## config.mk

```make
export PLATFORM = sky130hd
export DESIGN_NAME = uart_fifo_ctl
export DESIGN_NICKNAME = d
export VERILOG_FILES = /design/src/rtl/uart_fcr_pkg.sv /design/src/rtl/uart_fcr_regs.sv /design/src/rtl/uart_rx_trig.sv /design/src/rtl/uart_fifo_ctl.sv
export SDC_FILE = /design/constraint.sdc
export NUM_CORES = 1
export LEC_CHECK = 0
export BUFFER_PORTS_ARGS = -buffer_cell sky130_fd_sc_hd__buf_2
export CORE_AREA = 8 8 45 47
export DETAILED_ROUTE_END_ITERATION = 10
export DIE_AREA = 0 0 53 55
export MAX_ROUTING_LAYER = met4
export PLACE_DENSITY = 0.68
export SYNTH_ARGS = -nofsm -noshare
export SYNTH_HDL_FRONTEND = slang
export SYNTH_SLANG_ARGS = --single-unit
```

## constraint.sdc

```tcl
create_clock -name clk -period 4.21 [get_ports clk]
set_clock_uncertainty 0.15 [all_clocks]
set_input_delay 0.842 -clock clk [delete_from_list [all_inputs] [get_ports clk]]
set_output_delay 0.842 -clock clk [all_outputs]
set_load 0.02 [all_outputs]
```

## src/rtl/uart_fcr_pkg.sv

```systemverilog
package uart_fcr_pkg;
  localparam int CTRL_W     = 8;
  localparam int BIT_FEN    = 0;
  localparam int BIT_RXCLR  = 1;
  localparam int BIT_TXCLR  = 2;
  localparam int BIT_TXLVL  = 3;
  localparam int LVL_LSB    = 6;
  localparam int LVL_W      = 2;

  typedef enum logic [LVL_W-1:0] {
    TRIG_1  = 2'b00,
    TRIG_8  = 2'b01,
    TRIG_16 = 2'b10,
    TRIG_32 = 2'b11
  } trig_lvl_e;

  typedef struct packed {
    logic      fen;
    logic      txlvl;
    trig_lvl_e lvl;
  } ctrl_t;
endpackage

```

## src/rtl/uart_fcr_regs.sv

```systemverilog
module uart_fcr_regs
  import uart_fcr_pkg::*;
(
  input  logic              clk,
  input  logic              rst_n,
  input  logic              wr_en,
  input  logic [CTRL_W-1:0] wr_data,
  output ctrl_t             ctrl,
  output logic              rx_clr,
  output logic              tx_clr
);
  ctrl_t ctrl_q;
  ctrl_t ctrl_d;

  always_comb begin
    ctrl_d = ctrl_q;
    if (wr_en) begin
      ctrl_d.fen   = wr_data[BIT_FEN];
      ctrl_d.txlvl = wr_data[BIT_TXLVL];
      ctrl_d.lvl   = trig_lvl_e'(wr_data[LVL_LSB +: LVL_W]);
    end
  end

  always_ff @(posedge clk or negedge rst_n) begin
    if (!rst_n) begin
      ctrl_q <= '{fen: 1'b0, txlvl: 1'b0, lvl: TRIG_1};
      rx_clr <= 1'b0;
      tx_clr <= 1'b0;
    end else begin
      ctrl_q <= ctrl_d;
      rx_clr <= wr_en & wr_data[BIT_RXCLR];
      tx_clr <= wr_en & wr_data[BIT_TXCLR];
    end
  end

  assign ctrl = ctrl_q;
endmodule

```

## src/rtl/uart_rx_trig.sv

```systemverilog
module uart_rx_trig
  import uart_fcr_pkg::*;
#(
  parameter int CNT_W = 7
)(
  input  trig_lvl_e        lvl,
  input  logic [CNT_W-1:0] count,
  input  logic             irq_en,
  input  logic             dma_mode,
  output logic             irq,
  output logic             dma_req
);
  localparam int BASE_SH = 2;

  logic [CNT_W-1:0] thresh;
  logic             reached;

  always_comb begin
    if (lvl == TRIG_1) thresh = CNT_W'(1);
    else               thresh = CNT_W'(1) << (BASE_SH + int'(lvl));
  end

  assign reached = (count >= thresh);
  assign irq     = irq_en & reached;
  assign dma_req = dma_mode & (lvl != TRIG_1) & reached;
endmodule

```

## src/rtl/uart_fifo_ctl.sv

```systemverilog
module uart_fifo_ctl
  import uart_fcr_pkg::*;
#(
  parameter int FIFO_DEPTH = 64,
  localparam int CNT_W     = $clog2(FIFO_DEPTH + 1)
)(
  input  logic              clk,
  input  logic              rst_n,
  input  logic              wr_en,
  input  logic [CTRL_W-1:0] wr_data,
  input  logic [CNT_W-1:0]  rx_count,
  input  logic              rx_irq_en,
  input  logic              dma_mode,
  output logic              fifo_en,
  output logic              rx_clr,
  output logic              tx_clr,
  output logic              tx_lvl_sel,
  output logic [LVL_W-1:0]  rx_trig_lvl,
  output logic              rx_irq,
  output logic              rx_dma_req
);
  ctrl_t ctrl;

  uart_fcr_regs u_regs (
    .clk     (clk),
    .rst_n   (rst_n),
    .wr_en   (wr_en),
    .wr_data (wr_data),
    .ctrl    (ctrl),
    .rx_clr  (rx_clr),
    .tx_clr  (tx_clr)
  );

  uart_rx_trig #(.CNT_W(CNT_W)) u_trig (
    .lvl      (ctrl.lvl),
    .count    (rx_count),
    .irq_en   (rx_irq_en),
    .dma_mode (dma_mode),
    .irq      (rx_irq),
    .dma_req  (rx_dma_req)
  );

  assign fifo_en     = ctrl.fen;
  assign tx_lvl_sel  = ctrl.txlvl;
  assign rx_trig_lvl = ctrl.lvl;
endmodule

```

==> flow_metrics.py, run 1 <==
metrics = {
    "run_status": {
        "status": "complete, no violations",
    },
    "clocking": {
        "clock_latency_ns": 0.24,
        "post_cts_hold_buffer_count": 0,
        "post-cts-setup-buffers": 0,
        "clk_pin_slew_ns": 0.04,
        "cts_made_buffers": 3,
        "cts_max_path_buffers": 2,
        "clock-root-buffer": "clkbuf_4",
        "cts_htree_levels": 1,
        "ctsResizeCount": 0,
        "tritoncts_num_sinks": 6,
        "tritoncts_clock_tree": "built",
    },
    "routing": {
        "antenna_violating_nets_post_route": 0,
        "finalWirelength_um": 890,
        "drt_first_pass_iters": 1,
        "drt_iter0_drc": 0,
        "via_count": 340,
        "drc": 0,
        "route.detailed.vias_per_inst": 4.47,
        "post_drt_wl_per_cell_um": 11.7,
    },
    "floorplanning": {
        "die-width_um": 53,
        "chip_height_um": 55,
        "floorplan.rows": 14,
        "starting_density_pct": 26.0,
        "dieArea_mm2": 0.00292,
        "floorplan.core_area_mm2": 0.00138,
        "boundaryPins": 28,
    },
    "yosys": {
        "synth.yosys.warnings": 0,
        "netlist-cell-type-count": 16,
        "postSynthAreaPerCell_um2": 11.3,
        "ys_seq_area_share_pct": 41.7,
        "syn_inst": 32,
        "syn_nets": 57,
        "synth_area_um2": 360,
        "synth.ff_latch_count": 6,
    },
    "global_routing": {
        "number_of_antenna_violations_at_the_first_check_in_global_routing": 0,
        "gr-usage-all-layers_pct": 7.47,
        "first_global_vias": 353,
        "global_route_wire_length_before_repair_mm": 1.54,
        "remaining_overflow_grt": 0,
        "maximum_number_of_pins_on_one_net_before_global_route_repair": 8,
    },
    "critical_path": {
        "cp_data_arrival_time_ns": 1.96,
        "timing.critical_path.cells": "buf_2 > inv_1 > ha_1 > nor4b_2 > o22a_2 > a21oi_1 > buf_2",
        "cp_common_cell": "buf_2",
        "worst_stage_delay_on_the_critical_path_ns": 0.31,
        "crit_path_start_kind": "input pin",
        "setup.worst_path.end_class": "output port",
        "critical_path_required_ns": 3.22,
        "worst-setup-path-type": "input pin to output port",
        "crit_path_max_fanout": 2,
        "crit_path_top_delay_cell": "nor4b_2",
    },
    "final_layout": {
        "finish.cell_count_without_fillers": 76,
        "num-nets-final": 87,
        "final_util_pct": 38.2,
        "multi_input_comb_area_um2": 206,
        "antenna-diode-count": 0,
        "fillers": 149,
        "drive_gt1_share_pct": 55.0,
        "area_growth_syn_to_layout_pct": 46.5,
        "sequential_cell_area_um2": 150,
    },
    "timing": {
        "timing.final.ws_setup_ns": 1.26,
        "final_min_period_over_clock_period_pct": 70.1,
        "final_hold_viol_count": 0,
        "setup-violations-final": 0,
        "hold-worst-slack_ns": 0.267,
        "timing.final.crit_period_ns": 2.95,
        "finalMaxSlewViolations": 0,
        "totalNegativeSetupSlack_ns": 0,
        "grt_setup_unrepaired": "no",
        "fmax_ghz": 0.339,
    },
    "power": {
        "switchingPower_w": 0.0000481,
        "power_leakage_nw": 0.279,
        "power_report.internal_total_w": 0.000117,
        "ir_worst_vdd_uv": 168,
        "power_density_over_cell_area_mw_per_mm2": 313,
        "part_of_the_power_in_registers_pct": 40.6,
        "comb_power_share_pct": 28.3,
        "netSwitchingFraction_pct": 29.1,
        "clockPowerShare_pct": 31.1,
    },
    "placed_design": {
        "post-place-cells": 73,
        "globalplace.congestion": 0.586,
        "place.port_buffers": 25,
        "dp.final_hpwl_um": 766,
        "place_worst_setup_slack_ns": 1.23,
    },
    "worst_hold_path": {
        "worstHoldPathType": "input pin to async pin",
    },
    "job": {
        "max_cap_violations": 0,
    },
}
## state kept, by name (all words and copies together), names as in the netlist
name	count
u_regs.tx_clr	1
u_regs.ctrl	4
u_regs.rx_clr	1
## per-layer routing
metal	wire, um	share of wire, %	up-vias	global-route usage, %
li1	-	-	171	-
met1	397	45	154	9.08
met2	426	48	15	9.77
met3	66	7.4	0	2.94
met4	0	0	0	5.17
met5	0	0	-	-
## cell families (layout without fill, tap and decap cells)
| group | Yosys count | in the layout | share of synthesized area (%) |
|---|---|---|---|
| simple gates | 9 | 9 | 16.0 |
| flops | 6 | 6 | 41.7 |
| buf+inv | 1 | 29 | 1.04 |
| compound gates | 6 | 6 | 10.4 |
| mux | 4 | 4 | 12.5 |
| other cells | 1 | 1 | 1.04 |
| fa+ha+maj | 5 | 5 | 17.4 |
## synth_stat cells
master    n  share of area (%)
a21boi_1  1                2.1
a21oi_1   3                4.2
and2_1    2                3.5
conb_1    1                1.0
dfrtp_1   6                 42
ha_1      5                 17
inv_1     1                1.0
mux2_1    1                3.1
mux2_2    3                9.4
nand2_1   2                2.1
nand2b_1  2                3.5
nand4_1   1                1.7
nor2_1    1                1.0
nor4b_2   1                4.2
o21ai_0   1                1.4
o22a_2    1                2.8
## worst max-delay path, delay by kind of cell
kind                       cells  cell delay, ns
and+or+nand+nor                1            0.31
adders and majority gates      1            0.29
buffers and inverters          3            0.26
AOI/OAI and AO/OA              2            0.25
## power groups by stage
stage                clock, W  sequential, W  combinational [W]
floorplan                   0      0.0000734          0.0000218
global placement            0      0.0000676          0.0000467
detailed placement          0      0.0000680          0.0000478
CTS                 0.0000534      0.0000673          0.0000479
global route        0.0000576      0.0000680          0.0000532
finish              0.0000514      0.0000671          0.0000467
## layout make-up
type / instances / share of cell area, %
Timing Repair Buffer: 25 / 23.7
Inverter: 1 / 0.711
Clock buffer: 3 / 4.27
Sequential cell: 6 / 28.4
Tap cell: 16 / 3.79
Multi-Input combinational cell: 25 / 39.1
## through the flow
stage          power [W]  cell area, um^2
3_3_place_gp    0.000114              505
5_1_grt         0.000179              528
4_1_cts         0.000169              528
2_1_floorplan  0.0000952              360
6_report        0.000165              528
3_5_place_dp    0.000116              505
## path summary, 6_finish.rpt
kind	start	end	slack, ns	cells after the start
min in group clk	u_regs.ctrl[3]	u_regs.ctrl[3]	0.33	1
max in group asynchronous	rst_n	u_regs.ctrl[0]	3.51	1
max	rx_count[0]	rx_dma_req	1.26	7
max reg2reg	u_regs.ctrl[0]	u_regs.ctrl[0]	3.23	1
min reg2reg	u_regs.ctrl[3]	u_regs.ctrl[3]	0.33	1
min	rst_n	u_regs.rx_clr	0.27	1
## cells in the final DEF (no fill, tap or decap)
cell and instances:
and2_1 2, a21boi_1 1, nand2b_1 2, dfrtp_1 6, mux2_1 1, ha_1 5, nand4_1 1, inv_1 1
clkbuf_4 3, o22a_2 1, a21oi_1 3, conb_1 1, nor2_1 1, mux2_2 3, buf_2 25, o21ai_0 1
nand2_1 2, nor4b_2 1
No activity file was read; power rests on OpenSTA's default activity.
==> run 2: changes to the inputs <==
clock period = 2.8 ns   (was 4.21 ns; I/O delays follow)
==> flow_metrics.py, run 2 (same netlist as run 1, synthesis figures left out) <==
metrics = {
    "run_status": {
        "status": "complete, no violations",
    },
    "routing": {
        "antenna_violating_nets_post_route": 0,
        "route.detailed.vias_per_inst": 4.48,
        "via_count": 345,
        "drt_iter0_drc": 0,
        "finalWirelength_um": 911,
        "post_drt_wl_per_cell_um": 11.8,
        "drc": 0,
        "drt_first_pass_iters": 1,
    },
    "timing": {
        "final_hold_viol_count": 0,
        "final_min_period_over_clock_period_pct": 89.2,
        "fmax_ghz": 0.400,
        "setup-violations-final": 0,
        "grt_setup_unrepaired": "no",
        "totalNegativeSetupSlack_ns": 0,
        "finalMaxSlewViolations": 0,
        "timing.final.crit_period_ns": 2.50,
    },
    "placed_design": {
        "place.port_buffers": 25,
        "globalplace.congestion": 0.587,
        "dp.final_hpwl_um": 766,
    },
    "global_routing": {
        "global_route_wire_length_before_repair_mm": 1.57,
        "maximum_number_of_pins_on_one_net_before_global_route_repair": 8,
        "first_global_vias": 364,
        "remaining_overflow_grt": 0,
        "gr-usage-all-layers_pct": 7.69,
        "number_of_antenna_violations_at_the_first_check_in_global_routing": 0,
    },
    "critical_path": {
        "crit_path_start_kind": "register",
        "worst_stage_delay_on_the_critical_path_ns": 0.44,
        "setup.worst_path.end_class": "output port",
        "crit_path_top_delay_cell": "dfrtp_1",
        "timing.critical_path.cells": "nor2_1 > ha_1 > nor4b_2 > o22a_2 > a21oi_1 > buf_2",
        "cp_data_arrival_time_ns": 1.79,
        "worst-setup-path-type": "register to output port",
        "critical_path_required_ns": 2.09,
        "crit_path_max_fanout": 7,
    },
    "clocking": {
        "post_cts_hold_buffer_count": 1,
        "clock_latency_ns": 0.24,
        "cts_max_path_buffers": 2,
        "post-cts-setup-buffers": 0,
        "cts_made_buffers": 3,
        "tritoncts_num_sinks": 6,
        "clock-root-buffer": "clkbuf_4",
        "cts_htree_levels": 1,
        "tritoncts_clock_tree": "built",
        "ctsResizeCount": 0,
        "clk_pin_slew_ns": 0.04,
    },
    "final_layout": {
        "largest_register_ff_count": 4,
        "area_growth_syn_to_layout_pct": 49.3,
        "final_common_cell": "buf_2",
        "num-nets-final": 88,
        "antenna-diode-count": 0,
        "final_cell_mix": "25 x buf_2, 6 x dfrtp_1, 5 x ha_1",
        "final_util_pct": 38.9,
        "fillers": 147,
        "drive_gt1_share_pct": 54.1,
    },
    "floorplanning": {
        "dieArea_mm2": 0.00292,
        "starting_density_pct": 26.0,
        "die-width_um": 53,
        "chip_height_um": 55,
        "boundaryPins": 28,
        "floorplan.core_area_mm2": 0.00138,
        "floorplan.rows": 14,
    },
    "power": {
        "power_density_over_cell_area_mw_per_mm2": 464,
        "power_leakage_nw": 0.283,
        "ir_worst_vdd_uv": 253,
    },
    "worst_hold_path": {
        "worstHoldPathType": "register to register",
    },
    "job": {
        "max_cap_violations": 0,
    },
}
==> run 2: per-layer routing <==
metal	vias up	routed length (um)	GRT usage, %
met5	-	0	-
met4	0	0	5.17
met3	0	66	2.94
met2	15	446	10.7
met1	157	398	8.92
li1	173	-	-
==> run 2: final timing paths <==
path	from	to	slack (ns)	cells past startpoint
setup / recovery	u_regs.ctrl[0]	rx_dma_req	0.30	6
hold / removal	u_regs.ctrl[3]	u_regs.ctrl[3]	0.33	1
setup reg to reg	u_regs.ctrl[0]	u_regs.ctrl[0]	1.82	1
hold reg to reg	u_regs.ctrl[3]	u_regs.ctrl[3]	0.33	1
max in group asynchronous	rst_n	u_regs.ctrl[1]	1.82	2
min in group asynchronous	rst_n	u_regs.rx_clr	0.54	2
==> run 2: layout make-up <==
class	instances	area [um^2]	share of cell area [%]
multi-input cells	25	206	38.4
inverters	1	3.75	0.698
flip-flops and latches	6	150	27.9
well taps	16	20.0	3.72
repair buffers	26	135	25.1
clock buffers	3	22.5	4.19
==> run 2: where the power goes <==
part | switching [W] | leakage (nW) | internal (W)
combinational | 0.0000370 | 0.197 | 0.0000345
sequential | 0.00000665 | 0.0725 | 0.0000943
clock | 0.0000290 | 0.0138 | 0.0000483
total | 0.0000726 | 0.283 | 0.000177
==> run 2: metrics by stage <==
| stage | total power (W) | hold slack, ns | area [um^2] | setup slack, ns | instances |
|---|---|---|---|---|---|
| final | 0.000250 | 0.332 | 538 | 0.302 | 77 |
| after global routing | 0.000270 | 0.360 | 538 | 0.169 | 77 |
| after CTS | 0.000254 | 0.336 | 538 | 0.247 | 77 |
| after detailed placement | 0.000174 | 0.239 | 505 | 0.380 | 73 |
| after global placement | 0.000172 | 0.238 | 505 | 0.407 | 73 |
| after floorplan | 0.000143 | 0.114 | 360 | 0.503 | 32 |
==> run 2: critical path: cells and delay by family (launching register included) <==
kind | cells | cell delay, ns
and+or+nand+nor | 2 | 0.45
DFF | 1 | 0.44
AOI/OAI and AO/OA | 2 | 0.25
adders and majority gates | 1 | 0.24
buffers and inverters | 1 | 0.16
==> run 3: changes to the inputs <==
RECOVER_POWER = 25   (was unset)
==> flow_metrics.py, run 3 (same netlist as run 1, synthesis figures left out) <==
metrics = {
    "run_status": {
        "status": "complete, no violations",
    },
    "routing": {
        "finalWirelength_um": 913,
        "drt_first_pass_iters": 1,
        "route.detailed.vias_per_inst": 4.48,
        "drt_iter0_drc": 0,
        "post_drt_wl_per_cell_um": 11.9,
        "via_count": 345,
        "drc": 0,
        "antenna_violating_nets_post_route": 0,
    },
    "power": {
        "power_report.internal_total_w": 0.000177,
        "power_density_over_cell_area_mw_per_mm2": 466,
        "clockPowerShare_pct": 31.0,
        "part_of_the_power_in_registers_pct": 40.5,
        "netSwitchingFraction_pct": 29.2,
        "post-layout-total-power_w": 0.000249,
        "power_leakage_nw": 0.277,
        "ir_worst_vdd_uv": 253,
        "switchingPower_w": 0.0000727,
        "comb_power_share_pct": 28.5,
    },
    "critical_path": {
        "crit_path_start_kind": "register",
        "cp-startpoint": "u_regs.ctrl[0]",
        "crit_path_max_fanout": 7,
        "cp_data_arrival_time_ns": 1.79,
        "worst-setup-path-type": "register to output port",
        "setup.worst_path.end_class": "output port",
        "rr_worst_depth": 1,
        "rr_startpoint": "u_regs.ctrl[0]",
        "r2r-end": "u_regs.ctrl[0]",
        "critical_path_capture_point": "rx_dma_req",
        "timing.reg2reg.setup_slack_ns": 1.82,
        "critical_path_required_ns": 2.09,
    },
    "clocking": {
        "clock-root-buffer": "clkbuf_4",
        "cts_htree_levels": 1,
        "tritoncts_clock_tree": "built",
        "cts_made_buffers": 3,
        "cts_max_path_buffers": 2,
        "clock_latency_ns": 0.24,
        "tritoncts_num_sinks": 6,
        "ctsResizeCount": 0,
        "post-cts-setup-buffers": 0,
        "clk_pin_slew_ns": 0.04,
    },
    "final_layout": {
        "area_growth_syn_to_layout_pct": 48.6,
        "final_cell_mix": "23 x buf_2, 6 x dfrtp_1, 5 x ha_1",
        "largest_register_ff_count": 4,
        "num-nets-final": 88,
        "multi_input_comb_area_um2": 206,
        "sequential_cell_area_um2": 150,
        "drive_gt1_share_pct": 50.8,
        "final_common_cell": "buf_2",
        "fillers": 149,
        "antenna-diode-count": 0,
    },
    "global_routing": {
        "maximum_number_of_pins_on_one_net_before_global_route_repair": 8,
        "first_global_vias": 364,
        "gr-usage-all-layers_pct": 7.69,
        "remaining_overflow_grt": 0,
        "global_route_wire_length_before_repair_mm": 1.57,
        "number_of_antenna_violations_at_the_first_check_in_global_routing": 0,
    },
    "floorplanning": {
        "dieArea_mm2": 0.00292,
        "chip_height_um": 55,
        "starting_density_pct": 26.0,
        "floorplan.core_area_mm2": 0.00138,
        "boundaryPins": 28,
        "die-width_um": 53,
        "floorplan.rows": 14,
    },
    "worst_hold_path": {
        "worstHoldPathType": "register to register",
    },
    "timing": {
        "final_hold_viol_count": 0,
        "timing.final.crit_period_ns": 2.50,
        "totalNegativeSetupSlack_ns": 0,
        "grt_setup_unrepaired": "no",
        "setup-violations-final": 0,
        "finalMaxSlewViolations": 0,
        "final_min_period_over_clock_period_pct": 89.2,
        "fmax_ghz": 0.400,
    },
    "placed_design": {
        "dp.final_hpwl_um": 766,
        "globalplace.congestion": 0.587,
        "place.port_buffers": 25,
    },
    "job": {
        "max_cap_violations": 0,
    },
}
## run 3: cell count changes in the layout (fill, tap and decap cells not counted), sizes merged
cell	before	now
buf	25	23
clkbuf	3	5
## run 3: how the worst min path moves through the flow
stage | cells after the start | slack [ns] | end | from
after detailed placement | 1 | 0.24 | u_regs.ctrl[2] | rst_n
after global placement | 1 | 0.24 | u_regs.ctrl[2] | rst_n
after floorplan | 0 | 0.11 | u_regs.ctrl[0] | rst_n
final | 1 | 0.33 | u_regs.ctrl[3] | u_regs.ctrl[3]
after CTS | 1 | 0.34 | u_regs.ctrl[3] | u_regs.ctrl[3]
after global routing | 1 | 0.36 | u_regs.ctrl[3] | u_regs.ctrl[3]
## run 3: cell type report
class | instances | area share, %
Tap cell | 16 | 3.74
Inverter | 1 | 0.701
Timing Repair Buffer | 26 | 24.8
Multi-Input combinational cell | 25 | 38.6
Sequential cell | 6 | 28.0
Clock buffer | 3 | 4.21
## run 3: through the flow
step                      setup WS [ns]  hold slack (ns)  cells  cell area (um^2)  util [%]
final                             0.302            0.332     77               536      38.7
after global routing              0.169            0.360     77               536      38.7
after CTS                         0.247            0.336     77               538      38.9
after detailed placement          0.380            0.239     73               505      36.5
after global placement            0.407            0.238     73               505      36.5
after floorplan                   0.503            0.114     32               360         -
## run 3: power by group through the flow
stage                     logic [W]  clock network [W]  registers [W]
after floorplan           0.0000328                  0       0.000110
after global placement    0.0000703                  0       0.000102
after detailed placement  0.0000719                  0       0.000102
after CTS                 0.0000731          0.0000802       0.000101
after global routing      0.0000809          0.0000866       0.000102
final                     0.0000711          0.0000773       0.000101
## run 3: repair_timing
item                                    4_1_cts  5_1_grt
hold endpoints to repair                      6        0
hold buffers                                  1        0
endpoints found under the setup margin        0        0
## run 3: layer usage
metal	global-route usage (%)	up-vias	wire length (um)
met5	-	-	0
met4	5.17	0	0
met3	2.94	0	66
met2	10.7	15	446
met1	8.92	157	399
li1	-	173	-
## run 3: worst max-delay path, cell delays in order (launching register included)
cell	delay, ns
dfrtp_1	0.44
nor2_1	0.14
ha_1	0.24
nor4b_2	0.31
o22a_2	0.20
a21oi_1	0.05
buf_2	0.16
